File: src/rtl/ps2_cmd_pkg.sv
package ps2_cmd_pkg;

  typedef enum logic [3:0] {
    S_IDLE,
    S_INHIBIT,
    S_ARM,
    S_RTS,
    S_SEND,
    S_STOP,
    S_ACKDAT,
    S_ACKCLK,
    S_RELEASE
  } txState_t;

  // strobes from control to datapath
  typedef struct packed {
    logic load;
    logic shift;
    logic pktStart;
  } dpStrobe_t;

  // conditions reported by the datapath
  typedef struct packed {
    logic inhibitDone;
    logic startLate;
    logic pktLate;
    logic clkFall;
    logic clkHigh;
    logic datHigh;
    logic lastBit;
    logic curBit;
  } dpStatus_t;

endpackage

File: src/rtl/ps2_cmd_dp.sv
module ps2_cmd_dp
  import ps2_cmd_pkg::*;
#(
  parameter int DATA_BITS     = 8,
  parameter int SYNC_STAGES   = 2,
  parameter int INHIBIT_TICKS = 5000,
  parameter int START_LIMIT   = 750000,
  parameter int PACKET_LIMIT  = 100000
) (
  input  logic                 clk,
  input  logic                 rstN,
  input  logic [DATA_BITS-1:0] txByte,
  input  logic                 clkIn,
  input  logic                 datIn,
  input  dpStrobe_t            strobe,
  output dpStatus_t            status
);

  localparam int INH_W = $clog2(INHIBIT_TICKS + 1);
  localparam int ST_W  = $clog2(START_LIMIT + 1);
  localparam int PK_W  = $clog2(PACKET_LIMIT + 1);
  localparam int CNT_W = $clog2(DATA_BITS + 2);

  logic [SYNC_STAGES-1:0] clkSync;
  logic [SYNC_STAGES-1:0] datSync;
  logic                   clkPrev;
  logic [INH_W-1:0]       phaseCnt;
  logic [ST_W-1:0]        startCnt;
  logic [PK_W-1:0]        pktCnt;
  logic [DATA_BITS:0]     frame;
  logic [CNT_W-1:0]       bitCnt;

  // read-back synchronizers, released level at reset
  for (genvar g = 0; g < SYNC_STAGES; g++) begin : g_sync
    if (g == 0) begin : g_first
      always_ff @(posedge clk) begin
        if (!rstN) begin
          clkSync[0] <= 1'b1;
          datSync[0] <= 1'b1;
        end else begin
          clkSync[0] <= clkIn;
          datSync[0] <= datIn;
        end
      end
    end else begin : g_next
      always_ff @(posedge clk) begin
        if (!rstN) begin
          clkSync[g] <= 1'b1;
          datSync[g] <= 1'b1;
        end else begin
          clkSync[g] <= clkSync[g-1];
          datSync[g] <= datSync[g-1];
        end
      end
    end
  end

  always_ff @(posedge clk) begin
    if (!rstN) clkPrev <= 1'b1;
    else       clkPrev <= clkSync[SYNC_STAGES-1];
  end

  // inhibit phase counter
  always_ff @(posedge clk) begin
    if (!rstN)                   phaseCnt <= '0;
    else if (strobe.load)        phaseCnt <= '0;
    else if (!status.inhibitDone) phaseCnt <= phaseCnt + 1'b1;
  end

  // start watchdog, saturating
  always_ff @(posedge clk) begin
    if (!rstN)                               startCnt <= '0;
    else if (strobe.load)                    startCnt <= '0;
    else if (startCnt != ST_W'(START_LIMIT)) startCnt <= startCnt + 1'b1;
  end

  // packet watchdog, saturating
  always_ff @(posedge clk) begin
    if (!rstN)                              pktCnt <= '0;
    else if (strobe.pktStart)               pktCnt <= '0;
    else if (pktCnt != PK_W'(PACKET_LIMIT)) pktCnt <= pktCnt + 1'b1;
  end

  // frame shifter: data bits then odd parity, refilled with released level
  always_ff @(posedge clk) begin
    if (!rstN) begin
      frame  <= '1;
      bitCnt <= '0;
    end else if (strobe.load) begin
      frame  <= {~^txByte, txByte};
      bitCnt <= '0;
    end else if (strobe.shift) begin
      frame  <= {1'b1, frame[DATA_BITS:1]};
      bitCnt <= bitCnt + 1'b1;
    end
  end

  always_comb begin
    status.inhibitDone = (phaseCnt == INH_W'(INHIBIT_TICKS - 1));
    status.startLate   = (startCnt == ST_W'(START_LIMIT));
    status.pktLate     = (pktCnt == PK_W'(PACKET_LIMIT));
    status.clkHigh     = clkSync[SYNC_STAGES-1];
    status.datHigh     = datSync[SYNC_STAGES-1];
    status.clkFall     = clkPrev & ~clkSync[SYNC_STAGES-1];
    status.lastBit     = (bitCnt == CNT_W'(DATA_BITS));
    status.curBit      = frame[0];
  end

  p_parity_odd_r4: assert property (@(posedge clk) disable iff (!rstN)
    $past(strobe.load) |-> (^frame == 1'b1));

  p_bitcnt_range_r3: assert property (@(posedge clk) disable iff (!rstN)
    bitCnt <= CNT_W'(DATA_BITS));

  p_shift_in_frame_r3: assert property (@(posedge clk) disable iff (!rstN)
    strobe.shift |-> (bitCnt < CNT_W'(DATA_BITS)));

endmodule

File: src/rtl/ps2_cmd_ctrl.sv
module ps2_cmd_ctrl
  import ps2_cmd_pkg::*;
(
  input  logic      clk,
  input  logic      rstN,
  input  logic      txStart,
  input  dpStatus_t status,
  output dpStrobe_t strobe,
  output logic      busy,
  output logic      done,
  output logic      error,
  output logic      clkPullEn,
  output logic      datPullEn
);

  txState_t state, nxt;
  logic     finishOk, fail;

  always_comb begin
    nxt      = state;
    strobe   = '0;
    finishOk = 1'b0;
    fail     = 1'b0;
    unique case (state)
      S_IDLE: if (txStart) begin
        strobe.load = 1'b1;
        nxt         = S_INHIBIT;
      end
      S_INHIBIT: begin
        if (status.startLate)        fail = 1'b1;
        else if (status.inhibitDone) nxt  = S_ARM;
      end
      S_ARM: nxt = S_RTS;
      S_RTS: begin
        if (status.startLate) fail = 1'b1;
        else if (status.clkFall) begin
          strobe.pktStart = 1'b1;
          nxt             = S_SEND;
        end
      end
      S_SEND: begin
        if (status.pktLate) fail = 1'b1;
        else if (status.clkFall) begin
          if (status.lastBit) nxt          = S_STOP;
          else                strobe.shift = 1'b1;
        end
      end
      S_STOP: begin
        if (status.pktLate)      fail = 1'b1;
        else if (status.datHigh) nxt  = S_ACKDAT;
      end
      S_ACKDAT: begin
        if (status.pktLate)       fail = 1'b1;
        else if (!status.datHigh) nxt  = S_ACKCLK;
      end
      S_ACKCLK: begin
        if (status.pktLate)       fail = 1'b1;
        else if (!status.clkHigh) nxt  = S_RELEASE;
      end
      S_RELEASE: begin
        if (status.pktLate) fail = 1'b1;
        else if (status.clkHigh && status.datHigh) begin
          finishOk = 1'b1;
          nxt      = S_IDLE;
        end
      end
      default: nxt = S_IDLE;
    endcase
    if (fail) nxt = S_IDLE;
  end

  always_ff @(posedge clk) begin
    if (!rstN) begin
      state <= S_IDLE;
      done  <= 1'b0;
      error <= 1'b0;
    end else begin
      state <= nxt;
      done  <= finishOk;
      error <= fail;
    end
  end

  assign busy      = (state != S_IDLE);
  assign clkPullEn = (state == S_INHIBIT) || (state == S_ARM);
  assign datPullEn = (state == S_ARM) || (state == S_RTS) ||
                     ((state == S_SEND) && !status.curBit);

  p_done_error_excl_r9: assert property (@(posedge clk) disable iff (!rstN)
    !(done && error));

  p_release_on_error_r6: assert property (@(posedge clk) disable iff (!rstN)
    error |-> (!clkPullEn && !datPullEn && !busy));

  p_done_released_r5: assert property (@(posedge clk) disable iff (!rstN)
    done |-> (!clkPullEn && !datPullEn && !busy));

  p_rts_order_r2: assert property (@(posedge clk) disable iff (!rstN)
    ($fell(clkPullEn) && busy) |-> datPullEn);

  p_ignore_busy_start_r8: assert property (@(posedge clk) disable iff (!rstN)
    (busy && txStart) |-> !strobe.load);

endmodule

File: src/rtl/ps2_cmd_tx.sv
module ps2_cmd_tx
  import ps2_cmd_pkg::*;
#(
  parameter int DATA_BITS     = 8,
  parameter int SYNC_STAGES   = 2,
  parameter int INHIBIT_TICKS = 5000,
  parameter int START_LIMIT   = 750000,
  parameter int PACKET_LIMIT  = 100000
) (
  input  logic                 clk,
  input  logic                 rstN,
  input  logic [DATA_BITS-1:0] txByte,
  input  logic                 txStart,
  output logic                 busy,
  output logic                 done,
  output logic                 error,
  output logic                 clkPullEn,
  output logic                 datPullEn,
  input  logic                 clkIn,
  input  logic                 datIn
);

  dpStrobe_t strobe;
  dpStatus_t status;

  ps2_cmd_ctrl u_ctrl (
    .clk       (clk),
    .rstN      (rstN),
    .txStart   (txStart),
    .status    (status),
    .strobe    (strobe),
    .busy      (busy),
    .done      (done),
    .error     (error),
    .clkPullEn (clkPullEn),
    .datPullEn (datPullEn)
  );

  ps2_cmd_dp #(
    .DATA_BITS     (DATA_BITS),
    .SYNC_STAGES   (SYNC_STAGES),
    .INHIBIT_TICKS (INHIBIT_TICKS),
    .START_LIMIT   (START_LIMIT),
    .PACKET_LIMIT  (PACKET_LIMIT)
  ) u_dp (
    .clk    (clk),
    .rstN   (rstN),
    .txByte (txByte),
    .clkIn  (clkIn),
    .datIn  (datIn),
    .strobe (strobe),
    .status (status)
  );

endmodule

File: config.mk
export PLATFORM = sky130hd
export DESIGN_NAME = ps2_cmd_tx
export DESIGN_NICKNAME = d
export VERILOG_FILES = /design/src/rtl/ps2_cmd_pkg.sv /design/src/rtl/ps2_cmd_dp.sv /design/src/rtl/ps2_cmd_ctrl.sv /design/src/rtl/ps2_cmd_tx.sv
export SDC_FILE = /design/constraint.sdc
export NUM_CORES = 1
export LEC_CHECK = 0
export ABC_AREA = 1
export BUFFER_PORTS_ARGS = -buffer_cell sky130_fd_sc_hd__clkbuf_2
export CORE_MARGIN = 8
export CORE_UTILIZATION = 45
export CTS_CLUSTER_SIZE = 16
export DETAILED_ROUTE_END_ITERATION = 10
export PLACE_DENSITY = 0.57
export REMOVE_ABC_BUFFERS = 1
export SYNTH_ARGS = -nofsm -noshare
export SYNTH_HDL_FRONTEND = slang
export SYNTH_SLANG_ARGS = --single-unit
File: constraint.sdc
create_clock -name clk -period 1.9 [get_ports clk]
set_clock_uncertainty 0.05 [all_clocks]
set_input_delay 0.19 -clock clk [delete_from_list [all_inputs] [get_ports clk]]
set_output_delay 0.19 -clock clk [all_outputs]
set_load 0.03 [all_outputs]
## Yosys cells after proc, flatten, opt, wreduce, memory -nomap -nowiden

Cells that the tools add are included.

| word-level totals | value |
|---|---|
| logic and storage cells | 100 |
| bits of input ports | 13 |
| register bits | 74 |

| operators by class | value |
|---|---|
| eq/ne operators | 30 |
| mux-type cells | 32 |
| reductions and logical operators | 17 |
| bitwise logic cells | 4 |
| add/subtract/negate cells | 4 |

Operators with widths:

| cell | number |
|---|---|
| $mux W4 | 16 |
| $pmux W4 S9 | 1 |
| $ne A2 B2 Y1 const B | 14 |
| $add A20 B1 Y20 const B | 1 |
| $eq A20 B20 Y1 const B | 1 |
| $ne A20 B20 Y1 const B | 1 |
| $mux W9 | 2 |
| $add A17 B1 Y17 const B | 1 |
| $eq A17 B17 Y1 const B | 1 |
| $ne A17 B17 Y1 const B | 1 |
| $eq A4 B3 Y1 const B | 4 |
| $reduce_and A16 Y1 | 1 |
| $add A13 B1 Y13 const B | 1 |
| $eq A13 B13 Y1 const B | 1 |
| $mux W1 | 12 |
| $eq A4 B2 Y1 const B | 2 |
| $eq A4 B4 Y1 const B | 2 |
| $reduce_or A2 Y1 | 4 |
| $reduce_xnor A8 Y1 | 1 |
| $reduce_or A5 Y1 | 1 |
| $add A4 B1 Y4 const B | 1 |
| $eq A4 B1 Y1 const B | 1 |
| $logic_not A4 Y1 | 1 |
| $ne A2 B1 Y1 const B | 2 |
| 9 further kinds | 14 |

## Depth between registers and ports, before layout

Gate-level depths: netlist of the first run.

| logic depth | value |
|---|---|
| depth in word-level cells | 7 |
| gate-level depth with buffers | 15 |

## Hierarchy

From an unflattened synthesis of the first run, not the netlist that was laid out.

| second synthesis, totals | value |
|---|---|
| cell total of the unflattened synthesis | 637 |
| area, all modules | 4132.7 um^2 |

Modules (own cells, without submodules):

| module | cells an instance | times used | seq. area each (um^2) | area an instance (um^2) |
|---|---|---|---|---|
| ps2_cmd_dp | 535 | 1 | 1361.3 | 3614.7 |
| ps2_cmd_ctrl | 102 | 1 | 120.1 | 518.0 |

## Worst setup path before layout of the first run

No wires, ideal clock.

| timing path | value |
|---|---|
| path kind | reg2out |
| start | register u_ctrl.state[0] |
| end | output datPullEn |
| arrival | 1.394 ns |
| required time | 1.660 ns |
| path buffers | 0 |
| slack | 0.266 ns |
| cell stages (with the launch flop) | 4 |
| cells stage by stage | dfxtp_1 nor2_4 inv_4 o32ai_1 |

| on the way | value |
|---|---|
| word-level cells in the longest chain between the ends | 3 |
| elaborated cells on any way between the ends | 6 |

RTL lines:

| what | RTL line | source |
|---|---|---|
| from (decl) | ps2_cmd_ctrl.sv:16 | `txState_t state, nxt;` |
| from (signal assigned) | ps2_cmd_ctrl.sv:78 | `state <= nxt;` |
| $eq A4 B2 Y1 / $eq A4 B3 Y1 (equally long branches) | ps2_cmd_ctrl.sv:86, ps2_cmd_ctrl.sv:87 |  |
| $logic_or A1 B1 Y1 / $logic_and A1 B1 Y1 (equally long branches) | ps2_cmd_ctrl.sv:86, ps2_cmd_ctrl.sv:87 |  |
| $logic_or A1 B1 Y1 * | ps2_cmd_ctrl.sv:86 | `assign datPullEn = (state == S_ARM) \|\| (state == S_RTS) \|\|` |
| to (decl) | ps2_cmd_tx.sv:18 | `output logic datPullEn,` |

Mark *: on every way between the ends. The rest lies on a longest branch, timed or not.

## Worst setup path in the final report of the first run

Ends and elaborated chain as after synthesis.

==> impl_results.md, run 1 <==
- Detailed Routing Iterations Pass 1: 5
- Area delta synth->final: 13.72%
- RSZ-0062 raised after global routing: no
- DR vias: 3,315
- Buffers on Ports: 17
- Lkg Pwr: 1.681 nW
- Mapped Cells: 521
- Clock sink count: 74
- Critical-path cell list: nor2_4 > inv_4 > o32ai_1 > buf_4
- Synth warn: 0
- Slowest cell delay on critical path: 0.41 ns
- Largest cells by area after synthesis: dfxtp_1 39%, nand2_1 9.1%, inv_1 6.1%
- Post-synth top area share: 39.05%
- Critical path fanouts, max: 7
- PwrDens: 1046 mW/mm2
- Slowest-stage cell, CP: dfxtp_1
- Min Clock Period, post-route: 1.820 ns
- Max Clock Freq: 549.4 MHz
- #FFs+latches synth: 74
- Post-Route WL: 7876 um
- Reg clk slew, reported paths: 0.07 ns
- Grt ovf: 0
- Flop2flop setup slack: 0.17 ns
- WS Path Type: reg2out
- Share of layout cells above drive strength 1: 16.88%
- Antenna Cells: 0
- Worst hold path type: in2reg
- Root Buffer Master: clkbuf_8
- Pin count of the biggest net entering global routing: 21
- Die extent in y: 107.8 um
- Ys async rst share: 0%
- Sequential cell area fraction in the yosys report: 39.05%
- Tcrit/Tclk final: 95.80%
- Worst-margin pin slew: 0.3645 ns
- Vias in the first global route: 3,132
- Worst Hold End: u_dp.frame[2]
- Initial core utilization: 46.40%
- Fin. Hold Viols: 0
- Hold_ws: 0.08117 ns
- Die footprint: 0.01162 mm2
- Most frequent cell after synthesis: nand2_1
- Synth Area in XOR/XNOR: 4.156%
- H-tree depth: 3
- Final setup violation count: 0
- Worst reg2reg startpoint: u_ctrl.state[0]
- Clock Path Buffers: 2
- Status: completed
- Total track usage: 14.93%
- Detailed Place HPWL: 5878 um
- Req. time, crit path: 1.66 ns
- Routed Antenna Nets: 0
- CTS tree: yes
- Initial DRC Count: 134
- Worst reg-to-reg path cell count: 8
- Main combinational cell family by area after synthesis: simple AND/OR/NAND/NOR gates
- Post-layout net count: 572
- CTS buffer count: 9
- WHS Path Cells: 3
- Max Cap Viol: 0
- Adder-cell share of the synthesized area: 2.309%
- Synth unique cells: 38
- Element type at the critical path start: register
- Mean Syn Cell Area: 7.281 um2
- Gpl congestion: 0.8006
- Setup TNS: 0 ns
- Post-synth EDFFs: 0
- Via density per instance: 5.008
- Reg2Reg Capture Point: u_ctrl.state[3]
- Compound-Gate Fraction of Synth Area: 10.16%
- Wire per inst: 11.90 um
- Yosys top cell by area: dfxtp_1
- Critical Path AT: 1.58 ns
- Crit path capture type: output port
- Core area: 0.008175 mm2
- DIE WIDTH: 107.8 um
- Initial antenna violation count: 0
- Most frequent cells after synthesis: 92 x nand2_1, 74 x dfxtp_1, 62 x inv_1
- Simple-gate portion of the synthesized area: 36.58%
- Global-route wire length before repair: 14,070 um
- Ys flop type: dfxtp_1
- Post-synthesis mux area share: 0%
- Worst IR drop on VDD: 0.0007118 V
- Top Ports: 18
- Slew Viols, Final: 0
- Worst-Skew Late Latency: 0.35 ns
- DRC viols: 0
- Site Rows: 33
- Worst slew margin: 75.48%
- Mapped Area: 0.003794 mm2
- HP Start: txByte[2]
## how the worst max path moves through the flow
stage                     from                to  slack [ns]  cells past startpoint
2_1_floorplan  u_ctrl.state[3]  u_dp.phaseCnt[5]        0.16                      8
3_3_place_gp    u_dp.pktCnt[0]   u_ctrl.state[2]        0.12                     14
3_5_place_dp    u_dp.pktCnt[0]     u_dp.frame[6]        0.10                     12
4_1_cts        u_ctrl.state[0]         datPullEn       0.002                      4
5_1_grt        u_ctrl.state[0]         datPullEn       0.005                      4
6_report       u_ctrl.state[0]         datPullEn        0.08                      4
## state kept, by name (all words and copies together), names as in the netlist
signal         flops
u_dp.clkSync       1
u_dp.phaseCnt     13
u_dp.datSync       1
u_ctrl.done        1
u_ctrl.error       1
u_ctrl.state       4
u_dp.startCnt     20
u_dp.status        2
u_dp.pktCnt       17
u_dp.frame         9
u_dp.bitCnt        4
u_dp.clkPrev       1
## routing by layer
layer | global-route usage [%] | vias up | wire (um)
li1 | - | 1761 | -
met1 | 20.37 | 1486 | 4175
met2 | 21.62 | 54 | 3240
met3 | 3.174 | 14 | 290
met4 | 7.433 | 0 | 170
met5 | 0 | - | 0
## cells in the final DEF, fill, tap and decap left out, drive strengths merged, types with 16 or more instances in the layout
cell type and count:
nand2 102, dfxtp 74, nor2 71, inv 68
nand3 40, a21oi 36, clkbuf 28, nor3 23
or2 20, o21ai 16
## metrics by stage
step	util, %	cells	total power [mW]	cell area, um2	setup WS [ns]
6_report	52.77	662	4.514	4314	0.07978
5_1_grt	52.77	662	4.821	4314	0.005301
4_1_cts	52.28	660	4.540	4274	0.002185
3_5_place_dp	49.13	642	3.088	4016	0.1045
3_3_place_gp	49.13	642	3.073	4016	0.1195
2_1_floorplan	-	516	2.784	3757	0.1591
## cell families after synthesis
logic type,after synthesis
AO/OA/AOI/OAI,69
XOR/XNOR,18
AND/OR/NAND/NOR,280
buffers and inverters,73
flip-flops,74
adder cells (fa/ha/maj),7
## critical path, delay by kind of cell (launching register included)
kind,cells,cell delay (ns)
AO/OA/AOI/OAI,1,0.32
buffers and inverters,2,0.29
flip-flops,1,0.41
AND/OR/NAND/NOR,1,0.22
## final cells by class
cell class | instances | area, um2
multi-input combinational | 374 | 2038
clock inverter | 4 | 72.57
sequential | 74 | 1484
inverter | 68 | 257.7
clock buffer | 12 | 165.2
timing repair buffer | 25 | 165.2
tap | 105 | 131.4
fill | 796 | 3861
## power by group
part	internal, mW	switching (mW)	total [mW]	leakage (nW)
combinational	0.477	0.783	1.26	0.960
clock	0.845	0.584	1.43	0.119
sequential	1.70	0.127	1.83	0.602
total	3.02	1.49	4.51	1.68
## timing repair
item                                   4_1_cts  5_1_grt
endpoints found under the hold margin        2        0
setup buffers                                0        2
hold buffers                                 2        0
setup endpoints to repair                    0       19
resized for setup                            0        9
(Power assumes the default switching activity.)
==> inputs of run 2 (changes only) <==
--- a/config.mk
+++ b/config.mk
@@ -6,7 +6,7 @@
 export NUM_CORES = 1
 export LEC_CHECK = 0
 export ABC_AREA = 1
-export BUFFER_PORTS_ARGS = -buffer_cell sky130_fd_sc_hd__clkbuf_2
+export BUFFER_PORTS_ARGS = -buffer_cell sky130_fd_sc_hd__buf_2
 export CORE_MARGIN = 8
 export CORE_UTILIZATION = 45
 export CTS_CLUSTER_SIZE = 16
==> impl_results.md, run 2 (synthesis results as in run 1) <==
- Status: completed
- CTS buffer count: 9 (unchanged)
- Critical path fanouts, max: 5 (-2)
- Largest register by flop count: u_dp.startCnt
- Core area: 0.008175 mm2 (unchanged)
- RSZ-0062 raised after global routing: yes
- Setup TNS: 0 ns (unchanged)
- Buffers on Ports: 17 (unchanged)
- Vias in the first global route: 3,049 (-2.7%)
- Worst reg-to-reg path cell count: 14 (+6)
- Routed Antenna Nets: 0 (unchanged)
- Fin. Hold Viols: 0 (unchanged)
- Total track usage: 14.39% (-0.54 points)
- Most frequent cells in the layout: 92 x nand2_1, 71 x dfxtp_1, 62 x inv_1, 60 x nor2_1, 38 x nand3_1
- Post-Route WL: 7998 um (+1.5%)
- Max FFs per register: 20 (unchanged)
- Die extent in y: 107.8 um (unchanged)
- Grt ovf: 0 (unchanged)
- WHS Path Cells: 3 (unchanged)
- Root Buffer Master: clkbuf_8
- Element type at the critical path start: register
- Worst-margin pin slew: 0.3464 ns (-0.01815 ns)
- Final setup violation count: 0 (unchanged)
- DR vias: 3,328 (+0.39%)
- Global-route wire length before repair: 13,780 um (-2.1%)
- Initial core utilization: 46.40% (unchanged)
- DIE WIDTH: 107.8 um (unchanged)
- Flop2flop setup slack: 0.16 ns (about the same)
- Slew Viols, Final: 0 (unchanged)
- Via density per instance: 5.005 (about the same)
- Finished Cell Area: 0.004314 mm2 (unchanged)
- Antenna Cells: 0 (unchanged)
- HP Start: txByte[7]
- Most common cell after layout, fill and taps aside: nand2_1
- Worst reg2reg startpoint: u_dp.pktCnt[0]
- Max Cap Viol: 0 (unchanged)
- Detailed Place HPWL: 5929 um (+0.87%)
- Clock sink count: 74 (unchanged)
- Max Clock Freq: 542.6 MHz (-1.2%)
- Die footprint: 0.01162 mm2 (unchanged)
- Min Clock Period, post-route: 1.843 ns (+0.02280 ns)
- Worst hold path type: in2reg
- Area delta synth->final: 13.72% (unchanged)
- Crit path capture type: output port
- Initial DRC Count: 204 (+52%)
- Share of layout cells above drive strength 1: 17.14% (+0.27 points)
- Pin count of the biggest net entering global routing: 18 (-14%)
- H-tree depth: 3 (unchanged)
- Top Ports: 18 (unchanged)
- Initial antenna violation count: 0 (unchanged)
- Site Rows: 33 (unchanged)
- Reg2Reg Capture Point: u_ctrl.state[3]
- Biggest regs: u_dp.startCnt (20), u_dp.pktCnt (17), u_dp.phaseCnt (13)
- Post-layout net count: 575 (+0.52%)
- Clock Path Buffers: 2 (unchanged)
- CTS tree: yes
- Worst slew margin: 76.73% (+1.3 points)
- Worst Hold End: u_dp.frame[7]
- Tcrit/Tclk final: 97.00% (+1.2 points)
- Reg clk slew, reported paths: 0.08 ns (about the same)
- Wire per inst: 12.03 um (+1.1%)
- Worst-Skew Late Latency: 0.34 ns (about the same)
- WS Path Type: reg2out
- Worst IR drop on VDD: 0.0004917 V (-31%)
- Lkg Pwr: 1.682 nW (about the same)
- Gpl congestion: 0.8454 (+5.6%)
- DRC viols: 0 (unchanged)
- Req. time, crit path: 1.66 ns (about the same)
- DP Area: 0.004026 mm2 (+0.25%)
- PwrDens: 1029 mW/mm2 (-1.6%)
- Detailed Routing Iterations Pass 1: 4 (-1)
- Critical Path AT: 1.60 ns (+0.02 ns)
run 2: cell count changes in the layout (fill, tap and decap cells not counted), sizes merged:
cell	before	now
buf	7	26
clkbuf	28	11
clkinv	1	2
run 2: layout make-up:
| type | instances | area (um2) |
|---|---|---|
| Clock buffer | 11 | 141.4 |
| Clock inverter | 5 | 77.57 |
| Fill cell | 786 | 3861 |
| Inverter | 68 | 257.7 |
| Multi-Input combinational cell | 374 | 2048 |
| Sequential cell | 74 | 1485 |
| Tap cell | 105 | 131.4 |
| Timing Repair Buffer | 28 | 172.7 |
run 2: layer usage:
metal	GRT usage [%]	wire [um]	vias up
li1	-	-	1775
met1	19.60	4190	1488
met2	21.32	3355	57
met3	3.593	342	8
met4	5.253	109	0
met5	0	0	-
run 2: critical path: stages (launching register included):
cell and delay [ns]:
dfxtp_1 0.43, nand2_1 0.21, o32ai_2 0.36, buf_2 0.26
run 2: worst max path at each step:
stage,startpoint,endpoint,cells past startpoint
after floorplan,u_ctrl.state[3],u_dp.phaseCnt[5],8
after global placement,u_dp.pktCnt[0],u_ctrl.state[2],14
after detailed placement,u_dp.pktCnt[0],u_ctrl.state[2],14
after CTS,u_ctrl.state[2],datPullEn,3
after global routing,u_dp.pktCnt[0],u_ctrl.state[3],14
final,u_ctrl.state[2],datPullEn,3
run 2: report_power, final:
group          switching [mW]  leakage, nW  internal (mW)  total (mW)
logic                   0.790        0.970          0.471        1.26
registers               0.130        0.602           1.70        1.83
clock network           0.579        0.109          0.772        1.35
run 2: what timing repair did:
item                       CTS  global route
buffers inserted             0             2
hold endpoints to repair     2             0
setup endpoints to repair    0            19
gates resized for setup      0             8
hold buffers                 2             0
run 2: stage by stage:
step           hold slack (ns)  util, %  setup WS, ns  power, mW  std cells
6_report               0.09032    52.77       0.05699      4.441        665
5_1_grt                0.09412    52.77      -0.01543      4.733        665
4_1_cts                0.07869    52.17       0.01560      4.450        663
3_5_place_dp            0.3293    49.25       0.06523      3.075        645
3_3_place_gp            0.3254    49.25       0.06987      3.078        645
2_1_floorplan           0.2089        -        0.1591      2.784        516
==> inputs of run 3 (changes only) <==
--- a/config.mk
+++ b/config.mk
@@ -5,14 +5,15 @@
 export SDC_FILE = /design/constraint.sdc
 export NUM_CORES = 1
 export LEC_CHECK = 0
-export ABC_AREA = 1
 export BUFFER_PORTS_ARGS = -buffer_cell sky130_fd_sc_hd__buf_2
 export CORE_MARGIN = 8
 export CORE_UTILIZATION = 45
 export CTS_CLUSTER_SIZE = 16
 export DETAILED_ROUTE_END_ITERATION = 10
-export PLACE_DENSITY = 0.57
+export PLACE_DENSITY = 0.58
 export REMOVE_ABC_BUFFERS = 1
+export SETUP_SLACK_MARGIN = 0.02
+export SLEW_MARGIN = 20
 export SYNTH_ARGS = -nofsm -noshare
 export SYNTH_HDL_FRONTEND = slang
 export SYNTH_SLANG_ARGS = --single-unit
==> impl_results.md, run 3 <==
- Total power: 4.244 mW (-4.4%)
- Slowest cell delay on critical path: 0.54 ns (+0.11 ns)
- Status: complete, but fails checks
- Antenna Cells: 0 (unchanged)
- Most frequent cells in the layout: 83 x buf_4, 65 x dfxtp_1, 61 x nor2_1, 38 x nand2_1, 24 x xor2_1
- Worst hold path type: in2reg
- Routed Antenna Nets: 0 (unchanged)
- Vias in the first global route: 3,122 (+2.4%)
- Critical-path cell list: or4_4 > nor4_4 > buf_6 > o311ai_4 > o2111ai_2 > buf_4 > mux2i_1 > nor2_1
- Final setup violation count: 35 (+35)
- Worst slew margin: 69.44% (-7.3 points)
- Sequential cell area fraction in the yosys report: 41.17% (+2.1 points)
- CTS tree: yes
- Int Power: 3.026 mW (+2.8%)
- Detailed Place HPWL: 5328 um (-10%)
- Grt ovf: 0 (unchanged)
- Largest register by flop count: u_dp.startCnt
- Largest cells by area after synthesis: dfxtp_1 41%, nor2_1 6.8%, xnor2_1 6.1%
- Initial DRC Count: 124 (-39%)
- Mapped Cells: 413 (-21%)
- Clock share of power: 32.6% (+2.2 points)
- Clock Path Buffers: 2 (unchanged)
- Sw power: 1.218 mW (-19%)
- Fin. Hold Viols: 0 (unchanged)
- Global-route wire length before repair: 13,590 um (-1.3%)
- Initial core utilization: 46.57% (+0.16 points)
- Mean Syn Cell Area: 8.713 um2 (+20%)
- Max FFs per register: 20 (unchanged)
- Synth warn: 0 (unchanged)
- Inst Count DP: 594 (-7.9%)
- CTS buffer count: 9 (unchanged)
- Buffers on Ports: 17 (unchanged)
- Flop pwr share: 40.1% (-1.1 points)
- Gpl congestion: 0.8653 (+2.4%)
- Root Buffer Master: clkbuf_8
- Max Clock Freq: 454.8 MHz (-16%)
- Post-layout net count: 547 (-4.9%)
- H-tree depth: 3 (unchanged)
- Lkg Pwr: 2.038 nW (+21%)
- Via density per instance: 4.959 (-0.91%)
- Mapped Area: 0.003598 mm2 (-5.1%)
- Core area: 0.007727 mm2 (-5.5%)
- Yosys top cell by area: dfxtp_1
- Tcrit/Tclk final: 115.7% (+19 points)
- Area delta synth->final: 41.17%
- Reg clk slew, reported paths: 0.08 ns (about the same)
- Worst-Skew Late Latency: 0.34 ns (about the same)
- DIE WIDTH: 105.4 um (-2.2%)
- Worst IR drop on VDD: 0.0006887 V (+40%)
- Ys flop type: dfxtp_1
- Wire per inst: 12.85 um (+6.9%)
- DRC viols: 0 (unchanged)
- Fill cell count: 621 (-21%)
- Violated checks: setup timing
- Post-synth top area share: 41.17% (+2.1 points)
- Share of layout cells above drive strength 1: 36.47% (+19 points)
- Critical Path AT: 2.38 ns (+0.78 ns)
- Non-Filler Instances: 634 (-4.7%)
- Most frequent cells after synthesis: 74 x dfxtp_1, 65 x nor2_1, 40 x nand2_1
- Setup ws final: -0.2990 ns (-0.3560 ns)
- Clock sink count: 74 (unchanged)
- Most frequent cell after synthesis: dfxtp_1
- Setup TNS: -5.575 ns (-5.575 ns)
- Max Cap Viol: 0 (unchanged)
- Slowest-stage cell, CP: or4_4
- WS Path Type: reg2reg
- RSZ-0062 raised after global routing: yes
- Combinational group share of total power: 27.3% (-1.1 points)
- DR vias: 3,144 (-5.5%)
- Slew Viols, Final: 0 (unchanged)
- Switching Fraction: 28.70% (-5.0 points)
- Biggest regs: u_dp.startCnt (20), u_dp.pktCnt (17), u_dp.phaseCnt (13)
- Crit path capture type: register
- Post-Route WL: 8148 um (+1.9%)
- Top Ports: 18 (unchanged)
- Total track usage: 14.40% (about the same)
- Initial antenna violation count: 0 (unchanged)
- Most common cell after layout, fill and taps aside: buf_4
- Die footprint: 0.01111 mm2 (-4.4%)
- Ys async rst share: 0% (unchanged)
- Element type at the critical path start: register
- Post-synth EDFFs: 0 (unchanged)
- Req. time, crit path: 2.08 ns (+0.42 ns)
- Critical path fanouts, max: 4 (-1)
- Die extent in y: 105.4 um (-2.2%)
- PwrDens: 835.5 mW/mm2 (-19%)
- Detailed Routing Iterations Pass 1: 5 (+1)
- Min Clock Period, post-route: 2.199 ns (+0.3560 ns)
- Site Rows: 32 (-3.0%)
- Worst-margin pin slew: 0.4569 ns (+0.1105 ns)
- Pin count of the biggest net entering global routing: 38 (+20)
- #FFs+latches synth: 74 (unchanged)
- Synth unique cells: 51 (+34%)
==> run 3: cell count changes in the layout (fill, tap and decap cells not counted), moves of 13 or more <==
cell / change
buf_6: +16
nand3_1: -25
xnor2_1: +14
nand2_1: -54
inv_1: -52
buf_4: +74
or2_2: -16
xor2_1: +15
nor3_1: -13
a21oi_1: -27
==> run 3: layer usage <==
layer,up-vias,track usage (%),part of all wire [%]
met5,-,0,0
met4,0,4.383,1.6
met3,12,4.080,3.5
met2,43,23.25,47
met1,1446,18.14,48
li1,1643,-,-
==> run 3: layout make-up <==
type	instances	area [um2]	share of cell area, %
multi-input combinational	309	2217	43.65
timing repair buffer	119	963.4	18.97
clock inverter	6	88.84	1.749
tap	102	127.6	2.512
sequential	74	1493	29.38
clock buffer	10	137.6	2.709
inverter	14	52.55	1.034
==> run 3: worst paths after layout <==
path,to,startpoint,cells past startpoint,slack [ns]
max reg2reg,u_ctrl.state[0],u_dp.pktCnt[2],8,-0.30
max,u_ctrl.state[0],u_dp.pktCnt[2],8,-0.30
min,u_dp.frame[5],txByte[5],3,0.04
min reg2reg,u_dp.status[2],u_dp.datSync[0],1,0.37
==> run 3: kinds of logic (layout without fill, tap and decap cells) <==
kind of cell | count (synthesis) | in the layout | synth area share (%)
simple gates | 197 | 197 | 28.23
flops | 74 | 74 | 41.17
xor+xnor | 50 | 50 | 12.17
compound gates | 35 | 35 | 6.224
buf+inv | 30 | 149 | 3.407
mux | 20 | 20 | 6.363
fa+ha+maj | 7 | 7 | 2.434
==> run 3: repair_timing <==
action,CTS,global route
buffers inserted,11,9
pin swaps,13,21
hold buffers,2,0
hold endpoints to repair,2,0
setup endpoints to repair,43,43
gates cloned,1,2
resized for setup,36,43
==> run 3: power groups by stage <==
stage	combinational (mW)	sequential, mW	clock [mW]
5_1_grt	1.26	1.71	1.47
6_report	1.16	1.70	1.38
3_5_place_dp	0.858	1.72	0
2_1_floorplan	0.515	1.76	0
4_1_cts	1.05	1.70	1.42
3_3_place_gp	0.843	1.72	0
==> run 3: critical path: cells and delay by family (launching register included) <==
kind                   cells  cell delay, ns
AO/OA/AOI/OAI              2            0.34
buffers and inverters      2            0.33
flip-flops                 1            0.32
multiplexers               1            0.17
AND/OR/NAND/NOR            3            0.88
==> run 3: stage by stage <==
| step | utilization [%] | cell area (um2) | hold WS [ns] | setup slack [ns] |
|---|---|---|---|---|
| 5_1_grt | 65.74 | 5080 | 0.03997 | -0.4034 |
| 6_report | 65.74 | 5080 | 0.03857 | -0.2990 |
| 4_1_cts | 62.40 | 4822 | 0.02597 | -0.2755 |
| 3_5_place_dp | 56.31 | 4352 | 0.3309 | -0.3690 |
| 3_3_place_gp | 56.31 | 4352 | 0.3192 | -0.3004 |
| 2_1_floorplan | - | 3528 | 0.2019 | -0.8706 |
